<file path="src/rtl/wptr_pkg.sv">
package wptr_pkg;

  localparam logic [2:0] OP_SAVE    = 3'd0;
  localparam logic [2:0] OP_RESTORE = 3'd1;
  localparam logic [2:0] OP_RETT    = 3'd2;
  localparam logic [2:0] OP_WR_PSW  = 3'd3;
  localparam logic [2:0] OP_WR_WIM  = 3'd4;

  typedef enum logic [1:0] {
    TRAP_NONE      = 2'd0,
    TRAP_ILLEGAL   = 2'd1,
    TRAP_OVERFLOW  = 2'd2,
    TRAP_UNDERFLOW = 2'd3
  } trap_e;

  // status word field positions
  localparam int PSW_CWP_W   = 5;
  localparam int PSW_ET_BIT  = 5;
  localparam int PSW_PS_BIT  = 6;
  localparam int PSW_S_BIT   = 7;
  localparam int PSW_PIL_LSB = 8;
  localparam int PSW_EF_BIT  = 12;
  localparam int PSW_ICC_LSB = 20;
  localparam int PSW_VER_LSB = 24;

  typedef struct packed {
    logic [3:0] icc;
    logic       ef;
    logic [3:0] pil;
    logic       s;
    logic       ps;
    logic       et;
  } psw_flags_t;

  localparam psw_flags_t FLAGS_RESET = '{icc: 4'h0, ef: 1'b0, pil: 4'h0,
                                         s: 1'b1, ps: 1'b0, et: 1'b0};

endpackage

</file>
<file path="src/rtl/wptr_step.sv">
module wptr_step #(
  parameter  int MAX_WINDOWS = 8,
  localparam int CW = $clog2(MAX_WINDOWS),
  localparam int NW = CW + 1
) (
  input  logic [CW-1:0] cwp_i,
  input  logic [NW-1:0] win_cnt_i,
  output logic [CW-1:0] dec_o,
  output logic [CW-1:0] inc_o
);

  logic [NW-1:0] cnt_m1;
  logic [NW-1:0] up;

  assign cnt_m1 = win_cnt_i - NW'(1);
  assign up     = {1'b0, cwp_i} + NW'(1);

  assign dec_o = (cwp_i == '0) ? cnt_m1[CW-1:0] : cwp_i - CW'(1);
  assign inc_o = (up >= win_cnt_i) ? '0 : up[CW-1:0];

endmodule

</file>
<file path="src/rtl/wptr_psw_codec.sv">
module wptr_psw_codec
  import wptr_pkg::*;
#(
  parameter  int         MAX_WINDOWS = 8,
  parameter  logic [7:0] VERSION     = 8'h00,
  localparam int         CW = $clog2(MAX_WINDOWS)
) (
  input  psw_flags_t           flags_i,
  input  logic [CW-1:0]        cwp_i,
  output logic [31:0]          word_o,
  input  logic [31:0]          word_i,
  output psw_flags_t           flags_o,
  output logic [PSW_CWP_W-1:0] cwp_field_o
);

  logic [PSW_CWP_W-1:0] cwp_ext;
  logic                 unused_bits;

  generate
    if (CW < PSW_CWP_W) begin : g_pad
      assign cwp_ext = {{(PSW_CWP_W-CW){1'b0}}, cwp_i};
    end else begin : g_full
      assign cwp_ext = cwp_i;
    end
  endgenerate

  always_comb begin
    word_o                              = '0;
    word_o[PSW_VER_LSB +: 8]            = VERSION;
    word_o[PSW_ICC_LSB +: 4]            = flags_i.icc;
    word_o[PSW_EF_BIT]                  = flags_i.ef;
    word_o[PSW_PIL_LSB +: 4]            = flags_i.pil;
    word_o[PSW_S_BIT]                   = flags_i.s;
    word_o[PSW_PS_BIT]                  = flags_i.ps;
    word_o[PSW_ET_BIT]                  = flags_i.et;
    word_o[PSW_CWP_W-1:0]               = cwp_ext;
  end

  always_comb begin
    flags_o.icc = word_i[PSW_ICC_LSB +: 4];
    flags_o.ef  = word_i[PSW_EF_BIT];
    flags_o.pil = word_i[PSW_PIL_LSB +: 4];
    flags_o.s   = word_i[PSW_S_BIT];
    flags_o.ps  = word_i[PSW_PS_BIT];
    flags_o.et  = word_i[PSW_ET_BIT];
  end

  assign cwp_field_o = word_i[PSW_CWP_W-1:0];
  // version and reserved bits are read-only
  assign unused_bits = ^{word_i[31:24], word_i[19:13]};

endmodule

</file>
<file path="src/rtl/wptr_ctrl.sv">
module wptr_ctrl
  import wptr_pkg::*;
#(
  parameter  int MAX_WINDOWS = 8,
  localparam int CW = $clog2(MAX_WINDOWS),
  localparam int NW = CW + 1
) (
  input  logic                   cmd_valid_i,
  input  logic [2:0]             cmd_op_i,
  input  logic [MAX_WINDOWS-1:0] wim_wdata_i,
  input  logic [NW-1:0]          win_cnt_i,
  input  logic [CW-1:0]          cwp_q_i,
  input  psw_flags_t             flags_q_i,
  input  logic [MAX_WINDOWS-1:0] wim_q_i,
  input  logic [CW-1:0]          dec_i,
  input  logic [CW-1:0]          inc_i,
  input  psw_flags_t             wr_flags_i,
  input  logic [PSW_CWP_W-1:0]   wr_cwp_i,
  output logic [CW-1:0]          cwp_d_o,
  output psw_flags_t             flags_d_o,
  output logic [MAX_WINDOWS-1:0] wim_d_o,
  output trap_e                  trap_d_o
);

  logic [5:0] wr_cwp6;
  logic [5:0] cnt6;
  logic       wr_cwp_bad;

  assign wr_cwp6    = 6'(wr_cwp_i);
  assign cnt6       = 6'(win_cnt_i);
  assign wr_cwp_bad = (wr_cwp6 >= cnt6);

  always_comb begin
    cwp_d_o   = cwp_q_i;
    flags_d_o = flags_q_i;
    wim_d_o   = wim_q_i;
    trap_d_o  = TRAP_NONE;
    if (cmd_valid_i) begin
      case (cmd_op_i)
        OP_SAVE: begin
          if (wim_q_i[dec_i]) trap_d_o = TRAP_OVERFLOW;
          else                cwp_d_o  = dec_i;
        end
        OP_RESTORE: begin
          if (wim_q_i[inc_i]) trap_d_o = TRAP_UNDERFLOW;
          else                cwp_d_o  = inc_i;
        end
        OP_RETT: begin
          // enable check outranks the window check
          if (flags_q_i.et) begin
            trap_d_o = TRAP_ILLEGAL;
          end else if (wim_q_i[inc_i]) begin
            trap_d_o = TRAP_UNDERFLOW;
          end else begin
            cwp_d_o      = inc_i;
            flags_d_o.et = 1'b1;
            flags_d_o.s  = flags_q_i.ps;
          end
        end
        OP_WR_PSW: begin
          if (wr_cwp_bad) begin
            trap_d_o = TRAP_ILLEGAL;
          end else begin
            flags_d_o = wr_flags_i;
            cwp_d_o   = wr_cwp_i[CW-1:0];
          end
        end
        OP_WR_WIM: wim_d_o = wim_wdata_i;
        default: ;
      endcase
    end
  end

endmodule

</file>
<file path="src/rtl/wptr_unit.sv">
module wptr_unit
  import wptr_pkg::*;
#(
  parameter  int         MAX_WINDOWS = 8,
  parameter  logic [7:0] VERSION     = 8'h00,
  localparam int         CW = $clog2(MAX_WINDOWS),
  localparam int         NW = CW + 1
) (
  input  logic          clk_i,
  input  logic          rst_ni,
  input  logic          cmd_valid_i,
  input  logic [2:0]    cmd_op_i,
  input  logic [31:0]   wdata_i,
  input  logic [NW-1:0] win_cnt_i,
  output logic [CW-1:0] cwp_o,
  output logic [31:0]   psw_o,
  output logic          trap_valid_o,
  output logic [1:0]    trap_code_o
);

  logic [CW-1:0]          cwp_q, cwp_d, dec, inc;
  psw_flags_t             flags_q, flags_d, wr_flags;
  logic [MAX_WINDOWS-1:0] wim_q, wim_d;
  logic [PSW_CWP_W-1:0]   wr_cwp;
  trap_e                  trap_d, trap_q;
  logic                   trap_valid_q;

  wptr_step #(.MAX_WINDOWS(MAX_WINDOWS)) u_step (
    .cwp_i     (cwp_q),
    .win_cnt_i (win_cnt_i),
    .dec_o     (dec),
    .inc_o     (inc)
  );

  wptr_psw_codec #(.MAX_WINDOWS(MAX_WINDOWS), .VERSION(VERSION)) u_codec (
    .flags_i     (flags_q),
    .cwp_i       (cwp_q),
    .word_o      (psw_o),
    .word_i      (wdata_i),
    .flags_o     (wr_flags),
    .cwp_field_o (wr_cwp)
  );

  wptr_ctrl #(.MAX_WINDOWS(MAX_WINDOWS)) u_ctrl (
    .cmd_valid_i (cmd_valid_i),
    .cmd_op_i    (cmd_op_i),
    .wim_wdata_i (wdata_i[MAX_WINDOWS-1:0]),
    .win_cnt_i   (win_cnt_i),
    .cwp_q_i     (cwp_q),
    .flags_q_i   (flags_q),
    .wim_q_i     (wim_q),
    .dec_i       (dec),
    .inc_i       (inc),
    .wr_flags_i  (wr_flags),
    .wr_cwp_i    (wr_cwp),
    .cwp_d_o     (cwp_d),
    .flags_d_o   (flags_d),
    .wim_d_o     (wim_d),
    .trap_d_o    (trap_d)
  );

  always_ff @(posedge clk_i or negedge rst_ni) begin
    if (!rst_ni) begin
      cwp_q        <= '0;
      flags_q      <= FLAGS_RESET;
      wim_q        <= '0;
      trap_q       <= TRAP_NONE;
      trap_valid_q <= 1'b0;
    end else begin
      cwp_q        <= cwp_d;
      flags_q      <= flags_d;
      wim_q        <= wim_d;
      trap_q       <= trap_d;
      trap_valid_q <= (trap_d != TRAP_NONE);
    end
  end

  assign cwp_o        = cwp_q;
  assign trap_valid_o = trap_valid_q;
  assign trap_code_o  = trap_q;

endmodule

</file>
<file path="config.mk">
export PLATFORM = sky130hd
export DESIGN_NAME = wptr_unit
export DESIGN_NICKNAME = d
export VERILOG_FILES = /design/src/rtl/wptr_pkg.sv /design/src/rtl/wptr_step.sv /design/src/rtl/wptr_psw_codec.sv /design/src/rtl/wptr_ctrl.sv /design/src/rtl/wptr_unit.sv
export SDC_FILE = /design/constraint.sdc
export NUM_CORES = 1
export LEC_CHECK = 0
export BUFFER_PORTS_ARGS = -buffer_cell sky130_fd_sc_hd__buf_2
export CAP_MARGIN = 20
export CORE_UTILIZATION = 29
export DETAILED_ROUTE_END_ITERATION = 8
export GPL_TIMING_DRIVEN = 0
export PLACE_DENSITY = 0.63
export RECOVER_POWER = 25
export SLEW_MARGIN = 5
export SYNTH_ARGS = -nofsm -noshare
export SYNTH_HDL_FRONTEND = slang
export SYNTH_HIERARCHICAL = 1
export SYNTH_SLANG_ARGS = --single-unit
</file>
<file path="constraint.sdc">
create_clock -name clk_i -period 3.9 [get_ports clk_i]
set_input_delay 0.39 -clock clk_i [delete_from_list [all_inputs] [get_ports clk_i]]
set_output_delay 0.39 -clock clk_i [all_outputs]
set_load 0.01 [all_outputs]
</file>
**Yosys cells after proc, flatten, opt, wreduce, memory -nomap -nowiden**

Cells that the tools add are included.

- Register bits after elaboration: 26
- Bits of input ports: 42
- Output and inout port bits: 38
- Word-level logic and storage cells: 60

- Add/subtract/negate cells: 3
- Order comparisons: 4
- Equality and inequality tests: 8
- Muxes and demuxes: 24
- Bitwise gates (word level): 1
- Reduce and logical (&&, ||, !) cells: 10

Operator list:

| cell | count |
|---|---|
| 2-to-1 mux 3 bit | 7 |
| case mux 3 bit (4 select lines) | 1 |
| AND reduction 5 bit | 2 |
| < comparator 3 x 4 -> 1 bit (second input constant) | 2 |
| 2-to-1 mux 2 bit | 4 |
| != test 2 bit (second input constant) | 4 |
| case mux 2 bit (4 select lines) | 1 |
| 2-to-1 mux 1 bit | 7 |
| binary-select mux 1 bit (select 3 bit) | 2 |
| equality test 3 x 2 -> 1 bit (second input constant) | 2 |
| logical NOT 3 bit | 2 |
| AND reduction 3 bit | 2 |
| subtractor 3 x 1 -> 3 bit (second input constant) | 2 |
| greater-or-equal comparator 5 x 4 -> 1 bit | 1 |
| adder 3 x 1 -> 4 bit (second input constant) | 1 |
| greater-or-equal comparator 4 bit | 1 |
| case mux 1 bit (2 select lines) | 2 |
| nonzero test 2 bit | 2 |
| nonzero test 4 bit | 1 |
| equality test 3 x 1 -> 1 bit (second input constant) | 1 |
| equality test 3 bit (second input constant) | 1 |
| AND reduction 2 bit | 1 |
| NOT 1 bit | 1 |

**Logic depth before layout (Yosys ltp)**

Gate-level depths: netlist (run 1).

- Depth in word-level cells: 10
- Mapped depth: 14
- Gate-level depth less buffers: 14

**Hierarchy**

The synthesis (run 1) kept the hierarchy.

By module, submodules not included:

| module | instances | cells an instance | area each (um^2) | seq. area each (um^2) |
|---|---|---|---|---|
| wptr_ctrl | 1 | 124 | 918.4 | 0.0 |
| wptr_unit | 1 | 27 | 658.1 | 651.9 |
| wptr_psw_codec | 1 | 50 | 371.6 | 0.0 |
| wptr_step | 1 | 30 | 211.5 | 0.0 |

**Worst setup path before layout (run 1)**

Ideal clock, no wire load.

- Kind: reg2reg
- Start: register cwp_q[0], in the netlist cwp_o[0]
- End: register cwp_q[0], in the netlist cwp_o[0]
- Library setup time: 0.121 ns
- Arrival time: 3.017 ns
- Required time: 3.779 ns
- Setup slack: 0.762 ns
- Stages on the path, launching flop included: 14
- Buffers on the path: 1
- Clock period less this slack: 3.138 ns
- Cell sequence: dfrtp_1 inv_1 ha_1 ha_1 o211ai_1 o21ai_1 nor2_1 buf_6 mux2_4 mux4_2 nand3_1 o21a_1 o221ai_1 a22o_1

- Cells in the longest elaborated chain, start to end: 8
- Elaborated cells between the ends (all ways): 16
- Classes of those cells: add/sub: 2; order compare: 1; eq/ne: 1; mux: 10; reduce/logical: 2

RTL lines:

| element | line | RTL |
|---|---|---|
| start, declared | wptr_unit.sv:21 | `logic [CW-1:0] cwp_q, cwp_d, dec, inc;` |
| start signal, assigned | wptr_unit.sv:70 | `cwp_q <= cwp_d;` |
| adder 3 x 1 -> 4 bit * | wptr_step.sv:16 | `assign up = {1'b0, cwp_i} + NW'(1);` |
| greater-or-equal comparator 4 bit | wptr_step.sv:19 | `assign inc_o = (up >= win_cnt_i) ? '0 : up[CW-1:0];` |
| 2-to-1 mux 3 bit * | wptr_step.sv:19 |  |
| via inc[0] | wptr_unit.sv:21 |  |
| binary-select mux 1 bit (select 3 bit) | wptr_ctrl.sv:45, wptr_ctrl.sv:52 |  |
| 2-to-1 mux 1 bit (implied by the code) | wptr_ctrl.sv:45, wptr_ctrl.sv:52 |  |
| 2-to-1 mux 3 bit * | wptr_ctrl.sv:45, wptr_ctrl.sv:52 |  |
| 2-to-1 mux 3 bit | wptr_ctrl.sv:50 | `if (flags_q_i.et) begin` |
| case mux 3 bit (4 select lines) * | wptr_ctrl.sv:39 | `case (cmd_op_i)` |

Mark *: on every way through the listed nets, which the timed path passes. The rest lies on a longest branch. The select of a mux whose other input is x is not followed.
A chain may end at the register's enable or synchronous reset.

**Worst setup path in the final report (run 1)**

- Start: register cwp_q[0], in the netlist cwp_o[0]
- End: register cwp_q[1], in the netlist cwp_o[1]

- Cells in the longest elaborated chain, start to end: 8
- Elaborated cells between the ends (all ways): 16
- Classes of those cells: add/sub: 2; order compare: 1; eq/ne: 1; mux: 10; reduce/logical: 2

RTL lines:

| element | line |
|---|---|
| adder 3 x 1 -> 4 bit * | wptr_step.sv:16 |
| greater-or-equal comparator 4 bit | wptr_step.sv:19 |
| 2-to-1 mux 3 bit * | wptr_step.sv:19 |
| via inc[0] | wptr_unit.sv:21 |
| binary-select mux 1 bit (select 3 bit) * | wptr_ctrl.sv:45, wptr_ctrl.sv:52 |
| 2-to-1 mux 1 bit (implied by the code) * | wptr_ctrl.sv:45, wptr_ctrl.sv:52 |
| 2-to-1 mux 3 bit * | wptr_ctrl.sv:45, wptr_ctrl.sv:52 |
| 2-to-1 mux 3 bit | wptr_ctrl.sv:50 |
| case mux 3 bit (4 select lines) * | wptr_ctrl.sv:39 |

Marked as above.

==> impl_metrics.yaml, run 1 <==
grt:
  antenna_found_initial: 0
  grt_pass1_vias: 1595
  grt_pass1_wl_mm: 7.55
  grt_usage: 0.125
  grt_remaining_overflow: 0
  grt_max_degree: 27
cts:
  cts_buffers: 3
  cts-root-buf: "clkbuf_8"
  cts_tree: "built"
  cts_buffer_depth: 2
  cts_resized: 0
  cts_htree_levels: 1
  clock_latency_ns: 0.27
  path_clk_slew_ns: 0.09
  cts_hold_buf: 0
  post_cts_buffers: 0
  clock-sinks: 26
sta:
  hold_violations: 0
  timing.fmax_ghz: 0.285
  slew_viol_final: 0
  relSlewSlack: 0.0900
  finClkSkew_ns: 0.00408
  period_minus_slack_ns: 3.50
  worst_pin_slew_ns: 1.36
  min_period_over_period: 0.898
  worst_slack_ns: 0.397
  setup_viol: 0
  fin_setup_tns_ns: 0
  rsz0062_at_grt: "false"
die:
  die_y_um: 88.3
  boundaryPins: 80
  dieArea_um2: 7800
  die_x_um: 88.3
  initial_core_util: 0.299
  core_area_um2: 7210
  placementRows: 31
status:
  status: "finished, final reports clean"
synth:
  yosysUniqueCellTypes: 53
  synth_area_leader_cell: "dfrtp_1"
  netlist_area_um2: 2160
  async_flop_share: 1.00
  synth_common_cells: "buf_4 (49), dfrtp_1 (25), inv_1 (16)"
  synth_flop_cell: "dfrtp_1"
  ys_ff_latch: 26
  yosysMostFrequentCell: "buf_4"
  synth_area_per_cell_um2: 9.35
  yosysSeqAreaShare: 0.302
  synth_edf_count: 0
  synth_top_area_frac: 0.290
  yosys_warnings: 6
  postSynthCellCount: 231
  synthTopCellsByArea: "dfrtp_1 (29%), buf_4 (17%), ha_1 (6.4%), mux2_1 (5.7%), mux2_2 (4.7%)"
worst_setup_path:
  cp-start-kind: "register"
  crit_fanout: 11
  required_ns: 4.04
  critical_path.top_delay_family: "multiplexers"
  path_buf_inv: 2
  endpoint_kind: "register"
  crit_arrival_ns: 3.64
  crit_type: "register to register"
  critPathSlowestCell: "mux4_2"
  crit_chain: "inv_1 > ha_1 > ha_1 > o211ai_1 > o21ai_1 > nor2_1 > buf_6 > mux2_4 > mux4_2 > nor2_2 > nor3_1 > o21ai_1 > o211ai_1"
  critPathMaxStageDelay_ns: 0.59
cells_and_area:
  final_util: 0.361
  fin_nets: 343
  fillCellCount: 793
  seq_area_um2: 652
  num_antenna_cells: 0
  layout-drive-gt1-share: 0.394
  multi_input_area_um2: 1110
  area_delta_synth_final_pct: 20.6
route:
  antenna_left: 0
  drt_iter0_markers: 91
  routed_wirelength_mm: 4.68
  post_drt_wl_per_cell_um: 12.1
  vias: 1690
  drt-pass1-iter-count: 6
  drc_errors: 0
  viasPerCell: 4.36
placed_design:
  globalplace.congestion: 0.853
  io_buffers: 38
  pre_cts_ws_ns: 0.434
  dp_hpwl_mm: 3.74
power_and_ir_drop:
  p_leak_nw: 1.35
  vdd_ir_drop_max_v: 0.000159
  p_per_area_nw_per_um2: 582
min_path:
  min_path_type: "input port to register"
flow_run:
  drv_cap: 0
==> metal layers <==
| metal | track usage | share of wire | vias up |
|---|---|---|---|
| met3 | 0.0271 | 0.066 | 6 |
| met4 | 0.0249 | 0.012 | 0 |
| met2 | 0.221 | 0.50 | 58 |
| li1 | - | - | 849 |
| met1 | 0.158 | 0.42 | 777 |
| met5 | 0 | 0 | - |
==> registers in the layout, indices dropped and copies added, names as in the netlist <==
name / flops
trap_code_o: 2
flags_q: 12
cwp_o: 3
wim_q: 8
trap_valid_o: 1
==> where the power goes <==
group          switching (mW)  total, mW  internal (mW)
Sequential             0.0779      0.418          0.340
Clock                  0.0851      0.222          0.137
Combinational           0.437      0.875          0.437
==> layout make-up <==
cell class | instances | share of cell area
inverters | 16 | 0.0231
clock buffers | 3 | 0.0159
flip-flops and latches | 26 | 0.250
well taps | 99 | 0.0476
clock inverters | 1 | 0.0115
repair buffers | 38 | 0.0726
multi-input cells | 152 | 0.428
plain buffers | 53 | 0.151
==> placed cells by master, fill, tap and decap left out, types with 2 or more instances in the layout <==
cell type	n
inv_1	16
nor2_1	13
clkbuf_8	3
a21oi_1	11
ha_1	11
and3_1	2
mux2i_1	6
dfrtp_1	25
nor3_1	2
nand3_1	2
mux2_1	11
nand2_1	12
mux2_4	4
o21ai_0	4
o21ai_1	7
nor2b_1	2
mux2_2	9
buf_4	49
nor4_1	2
buf_2	40
nand2b_1	3
o211ai_1	5
conb_1	17
==> kinds of logic (layout without fill, tap and decap cells) <==
group / count (synthesis) / in the layout / share of synthesized area
mux: 31 / 31 / 0.170
simple gates: 51 / 51 / 0.125
fa+ha+maj: 11 / 11 / 0.0637
other cells: 1 / 17 / 0.00174
buf+inv: 69 / 111 / 0.210
xor+xnor: 2 / 2 / 0.00811
compound gates: 40 / 40 / 0.119
flops: 26 / 26 / 0.302
==> per-stage QoR <==
step                cell area [um2]  hold slack (ns)  total power, mW  cells
floorplan                      2220           0.0944             1.07    247
global placement               2530            0.427             1.28    384
detailed placement             2530            0.424             1.29    384
CTS                            2610            0.120             1.53    388
global route                   2600            0.318             1.65    388
finish                         2600            0.323             1.51    388
==> path summary, 6_finish.rpt <==
kind / from / end / slack, ns / cells after the start
max: cwp_o[0] / cwp_o[1] / 0.40 / 13
min: wdata_i[9] / flags_q[4] / 0.32 / 2
max reg2reg: cwp_o[0] / cwp_o[1] / 0.40 / 13
min reg2reg: flags_q[6] / flags_q[6] / 0.50 / 1
max in group asynchronous: rst_ni / wim_q[0] / 2.69 / 1
min in group asynchronous: rst_ni / flags_q[1] / 0.41 / 1
(Power assumes the default switching activity.)
==> run 2: changes to the inputs <==
Settings changed: CORE_UTILIZATION 29 to 50, PLACE_DENSITY 0.63 to 0.92.
==> impl_metrics.yaml, run 2 (synthesized netlist as in run 1, its figures left out) <==
route:
  routed_wirelength_mm: 4.31
  viasPerCell: 5.06
  drt-pass1-iter-count: 4
  drc_errors: 0
  antenna_left: 0
  drt_iter0_markers: 70
  post_drt_wl_per_cell_um: 12.7
  vias: 1716
die:
  dieArea_um2: 4590
  core_area_um2: 4090
  die_y_um: 67.7
  placementRows: 23
  boundaryPins: 80
  die_x_um: 67.7
  initial_core_util: 0.528
grt:
  grt_remaining_overflow: 0
  grt_max_degree: 27
  grt_pass1_vias: 1623
  grt_usage: 0.203
  antenna_found_initial: 0
  grt_pass1_wl_mm: 7.15
cts:
  cts_hold_buf: 0
  cts_buffer_depth: 2
  cts-root-buf: "clkbuf_8"
  clock-sinks: 26
  clock_latency_ns: 0.27
  cts_resized: 0
  path_clk_slew_ns: 0.09
  cts_buffers: 3
  cts_htree_levels: 1
  post_cts_buffers: 0
  cts_tree: "built"
worst_setup_path:
  endpoint_kind: "register"
  critical_path.top_delay_family: "multiplexers"
  required_ns: 4.07
  critPathSlowestCell: "dfrtp_1"
  critPathMaxStageDelay_ns: 0.59
  crit_fanout: 11
  path_buf_inv: 2
  crit_chain: "inv_1 > ha_1 > ha_1 > o211ai_1 > o21ai_1 > nor2_1 > buf_6 > mux2_4 > mux4_2 > nand3_1 > o21a_1 > o221ai_1 > a22o_1"
  crit_arrival_ns: 3.70
  crit_type: "register to register"
  cp-start-kind: "register"
  critical_path.most_common_cell: "ha_1"
cells_and_area:
  top_register: "flags_q"
  multi_input_area_um2: 1110
  num_antenna_cells: 0
  layout-drive-gt1-share: 0.394
  fillCellCount: 358
  fin_nets: 343
  largest_register_ffs: 12
  final_common_cell: "buf_4"
  seq_area_um2: 652
  final_cell_mix: "buf_4 (49), buf_2 (40), dfrtp_1 (25)"
  area_delta_synth_final_pct: 17.7
min_path:
  min_path_type: "input port to register"
sta:
  finClkSkew_ns: 0.00183
  fin_setup_tns_ns: 0
  min_period_over_period: 0.906
  rsz0062_at_grt: "false"
  timing.fmax_ghz: 0.283
  worst_pin_slew_ns: 1.34
  whs_ns: 0.321
  hold_violations: 0
  relSlewSlack: 0.104
  setup_viol: 0
  period_minus_slack_ns: 3.53
  slew_viol_final: 0
placed_design:
  dp_hpwl_mm: 3.47
  globalplace.congestion: 0.913
  io_buffers: 38
power_and_ir_drop:
  vdd_ir_drop_max_v: 0.000316
  p_leak_nw: 1.35
  p_per_area_nw_per_um2: 597
status:
  status: "finished, final reports clean"
flow_run:
  drv_cap: 0
## run 2: cell counts in the layout (fill, tap and decap cells not counted)
Identical to the previous run, type by type.
## run 2: per-stage QoR
step | setup slack (ns) | power, mW | cells | area, um2 | util
after global placement | 0.499 | 1.26 | 335 | 2470 | 0.605
after global routing | 0.197 | 1.63 | 339 | 2540 | 0.622
after floorplan | 0.762 | 1.07 | 247 | 2220 | -
after CTS | 0.403 | 1.52 | 339 | 2540 | 0.622
final | 0.366 | 1.52 | 339 | 2540 | 0.622
after detailed placement | 0.430 | 1.29 | 335 | 2470 | 0.605
## run 2: final timing paths
| check | from | endpoint | slack [ns] | cells past startpoint |
|---|---|---|---|---|
| worst max-delay path | cwp_o[0] | cwp_o[0] | 0.37 | 13 |
| worst min-delay path | wdata_i[23] | flags_q[11] | 0.32 | 2 |
| worst max register to register | cwp_o[0] | cwp_o[0] | 0.37 | 13 |
| worst min register to register | flags_q[3] | flags_q[3] | 0.51 | 1 |
| max in group asynchronous | rst_ni | cwp_o[2] | 2.72 | 1 |
| min in group asynchronous | rst_ni | flags_q[10] | 0.40 | 1 |
## run 2: layout make-up
class,count,area share
multi-input cells,152,0.438
flip-flops and latches,26,0.256
plain buffers,53,0.155
repair buffers,38,0.0743
well taps,50,0.0246
inverters,16,0.0236
clock buffers,3,0.0162
clock inverters,1,0.0118
## run 2: layer usage
layer / vias to the layer above / track usage / routed length, um
met4: 0 / 0.0452 / 18
li1: 849 / - / -
met1: 788 / 0.268 / 1930
met2: 75 / 0.335 / 2090
met5: - / 0 / 0
met3: 4 / 0.0439 / 271
## run 2: power by group
part	total [mW]	switching, mW	internal [mW]
Combinational	0.878	0.440	0.438
Sequential	0.414	0.0737	0.340
Clock	0.227	0.0897	0.137
Total	1.52	0.603	0.916
==> run 3: changes to the inputs <==
Settings changed: CORE_UTILIZATION 50 to 45, GPL_ROUTABILITY_DRIVEN set to 0, PLACE_DENSITY 0.92 to 0.88, SKIP_LAST_GASP set to 1.
Clock period 3.9 ns to 3.1 ns, I/O delays scaled along.
==> impl_metrics.yaml, run 3 (synthesized netlist as in run 1, its figures left out) <==
status:
  status: "finished, violations left"
  violations: "DRC"
route:
  antenna_left: 0
  routed_wirelength_mm: 4.72
  viasPerCell: 5.04
  vias: 1775
  post_drt_wl_per_cell_um: 13.4
  drc_errors: 5
  drt_iter0_markers: 85
  drt-pass1-iter-count: 6
worst_setup_path:
  critPathSlowestCell: "mux4_2"
  critical_path.most_common_cell: "o211ai_1"
  r2r_start: "cwp_o[1]"
  worst-r2r-cell-count: 13
  required_ns: 3.25
  r2r_end: "cwp_o[1]"
  crit_arrival_ns: 3.24
  endpoint_kind: "register"
  startpoint: "cwp_o[1]"
  path_depth: 13
  crit_fanout: 8
  critical_path.top_delay_family: "multiplexers"
  cp-start-kind: "register"
  crit_chain: "ha_4 > xor2_2 > ha_1 > o211ai_1 > o21ai_2 > nor2_2 > buf_6 > mux2_4 > mux4_2 > nor2_4 > nor3_1 > o21ai_1 > o211ai_1"
  crit_type: "register to register"
  critPathMaxStageDelay_ns: 0.61
  ff2ff_setup_slack_ns: 0.006
  path_buf_inv: 1
  endpoint: "cwp_o[1]"
power_and_ir_drop:
  p_leak_nw: 1.40
  p_comb_frac: 0.619
  p_per_area_nw_per_um2: 775
  switchingPower_mw: 0.850
  vdd_ir_drop_max_v: 0.000434
  seq_power_share: 0.247
  p_int_mw: 1.27
  power.total_mw: 2.12
  p_sw_frac: 0.402
  p_clk_frac: 0.134
die:
  placementRows: 24
  die_x_um: 71.3
  initial_core_util: 0.483
  core_area_um2: 4470
  dieArea_um2: 5080
  die_y_um: 71.3
  boundaryPins: 80
cts:
  cts_hold_buf: 0
  path_clk_slew_ns: 0.09
  cts_tree: "built"
  clock_latency_ns: 0.27
  cts_buffers: 3
  cts-root-buf: "clkbuf_8"
  cts_buffer_depth: 2
  clock-sinks: 26
  cts_htree_levels: 1
placed_design:
  dp_hpwl_mm: 3.42
  dpl_cell_area_um2: 2480
  pre_cts_ws_ns: -0.219
  io_buffers: 38
cells_and_area:
  finish.instance_area_um2: 2730
  fin_nets: 354
  num_antenna_cells: 0
  layout-drive-gt1-share: 0.480
  final_common_cell: "buf_4"
  largest_register_ffs: 12
  area_delta_synth_final_pct: 26.4
  final_cell_mix: "buf_4 (60), buf_2 (40), dfrtp_1 (22)"
  top_register: "flags_q"
  final_util: 0.610
min_path:
  min_path_type: "input port to register"
grt:
  met3_usage: 0.0211
  gr-usage-met1: 0.250
  antenna_found_initial: 0
  use_met2: 0.327
  grt_remaining_overflow: 0
  grt_usage: 0.190
  gr-max-usage-layer: "met2"
  grt_max_degree: 27
  grt_pass1_wl_mm: 7.71
  grt_pass1_vias: 1695
sta:
  min_period_over_period: 0.998
  slew_viol_final: 0
  setup_viol: 0
  finClkSkew_ns: 0.00154
  worst_slack_ns: 0.00602
  hold_violations: 0
  relSlewSlack: 0.111
  rsz0062_at_grt: "true"
  period_minus_slack_ns: 3.09
  whs_ns: 0.240
  worst_pin_slew_ns: 1.33
  timing.fmax_ghz: 0.323
flow_run:
  drv_cap: 0
-- run 3: cell types whose count changed in the layout (fill, tap and decap cells not counted), sizes merged --
cell,change
buf,+11
-- run 3: per-layer routing --
layer,vias to the layer above,wire length (um)
li1,873,-
met1,815,2040
met2,79,2350
met3,8,261
met4,0,59
met5,-,0
-- run 3: power by group through the flow --
stage	sequential (mW)	combinational, mW	clock, mW
6_report	0.524	1.31	0.284
3_5_place_dp	0.530	1.08	0
3_3_place_gp	0.523	1.04	0
5_1_grt	0.539	1.41	0.303
2_1_floorplan	0.510	0.843	0
4_1_cts	0.525	1.27	0.290
-- run 3: final cells by class --
cell class | count | area (um2)
plain buffers | 53 | 394
clock buffers | 3 | 41.3
clock inverters | 1 | 30.0
fillers | 378 | 1740
inverters | 16 | 60.1
multi-input cells | 152 | 1210
flip-flops and latches | 26 | 656
well taps | 52 | 65.1
repair buffers | 49 | 272
-- run 3: worst min path at each step --
stage / from / to / slack (ns) / cells after the start
3_5_place_dp: rst_ni / flags_q[9] / 0.34 / 1
6_report: wdata_i[9] / flags_q[4] / 0.24 / 2
2_1_floorplan: rst_ni / cwp_o[0] / 0.01 / 0
5_1_grt: wdata_i[21] / flags_q[9] / 0.23 / 2
3_3_place_gp: rst_ni / flags_q[4] / 0.32 / 1
4_1_cts: rst_ni / flags_q[8] / 0.03 / 1
-- run 3: metrics by stage --
step / TNS [ns] / instances
6_report: 0 / 352
5_1_grt: -0.454 / 352
4_1_cts: -0.0113 / 352
2_1_floorplan: 0 / 247
3_3_place_gp: -0.488 / 337
3_5_place_dp: -0.750 / 337
-- run 3: what timing repair did --
action                     CTS  global route
resized for setup           16             4
setup endpoints to repair    6             5
buffers inserted            11             0
pin swaps                    9             9
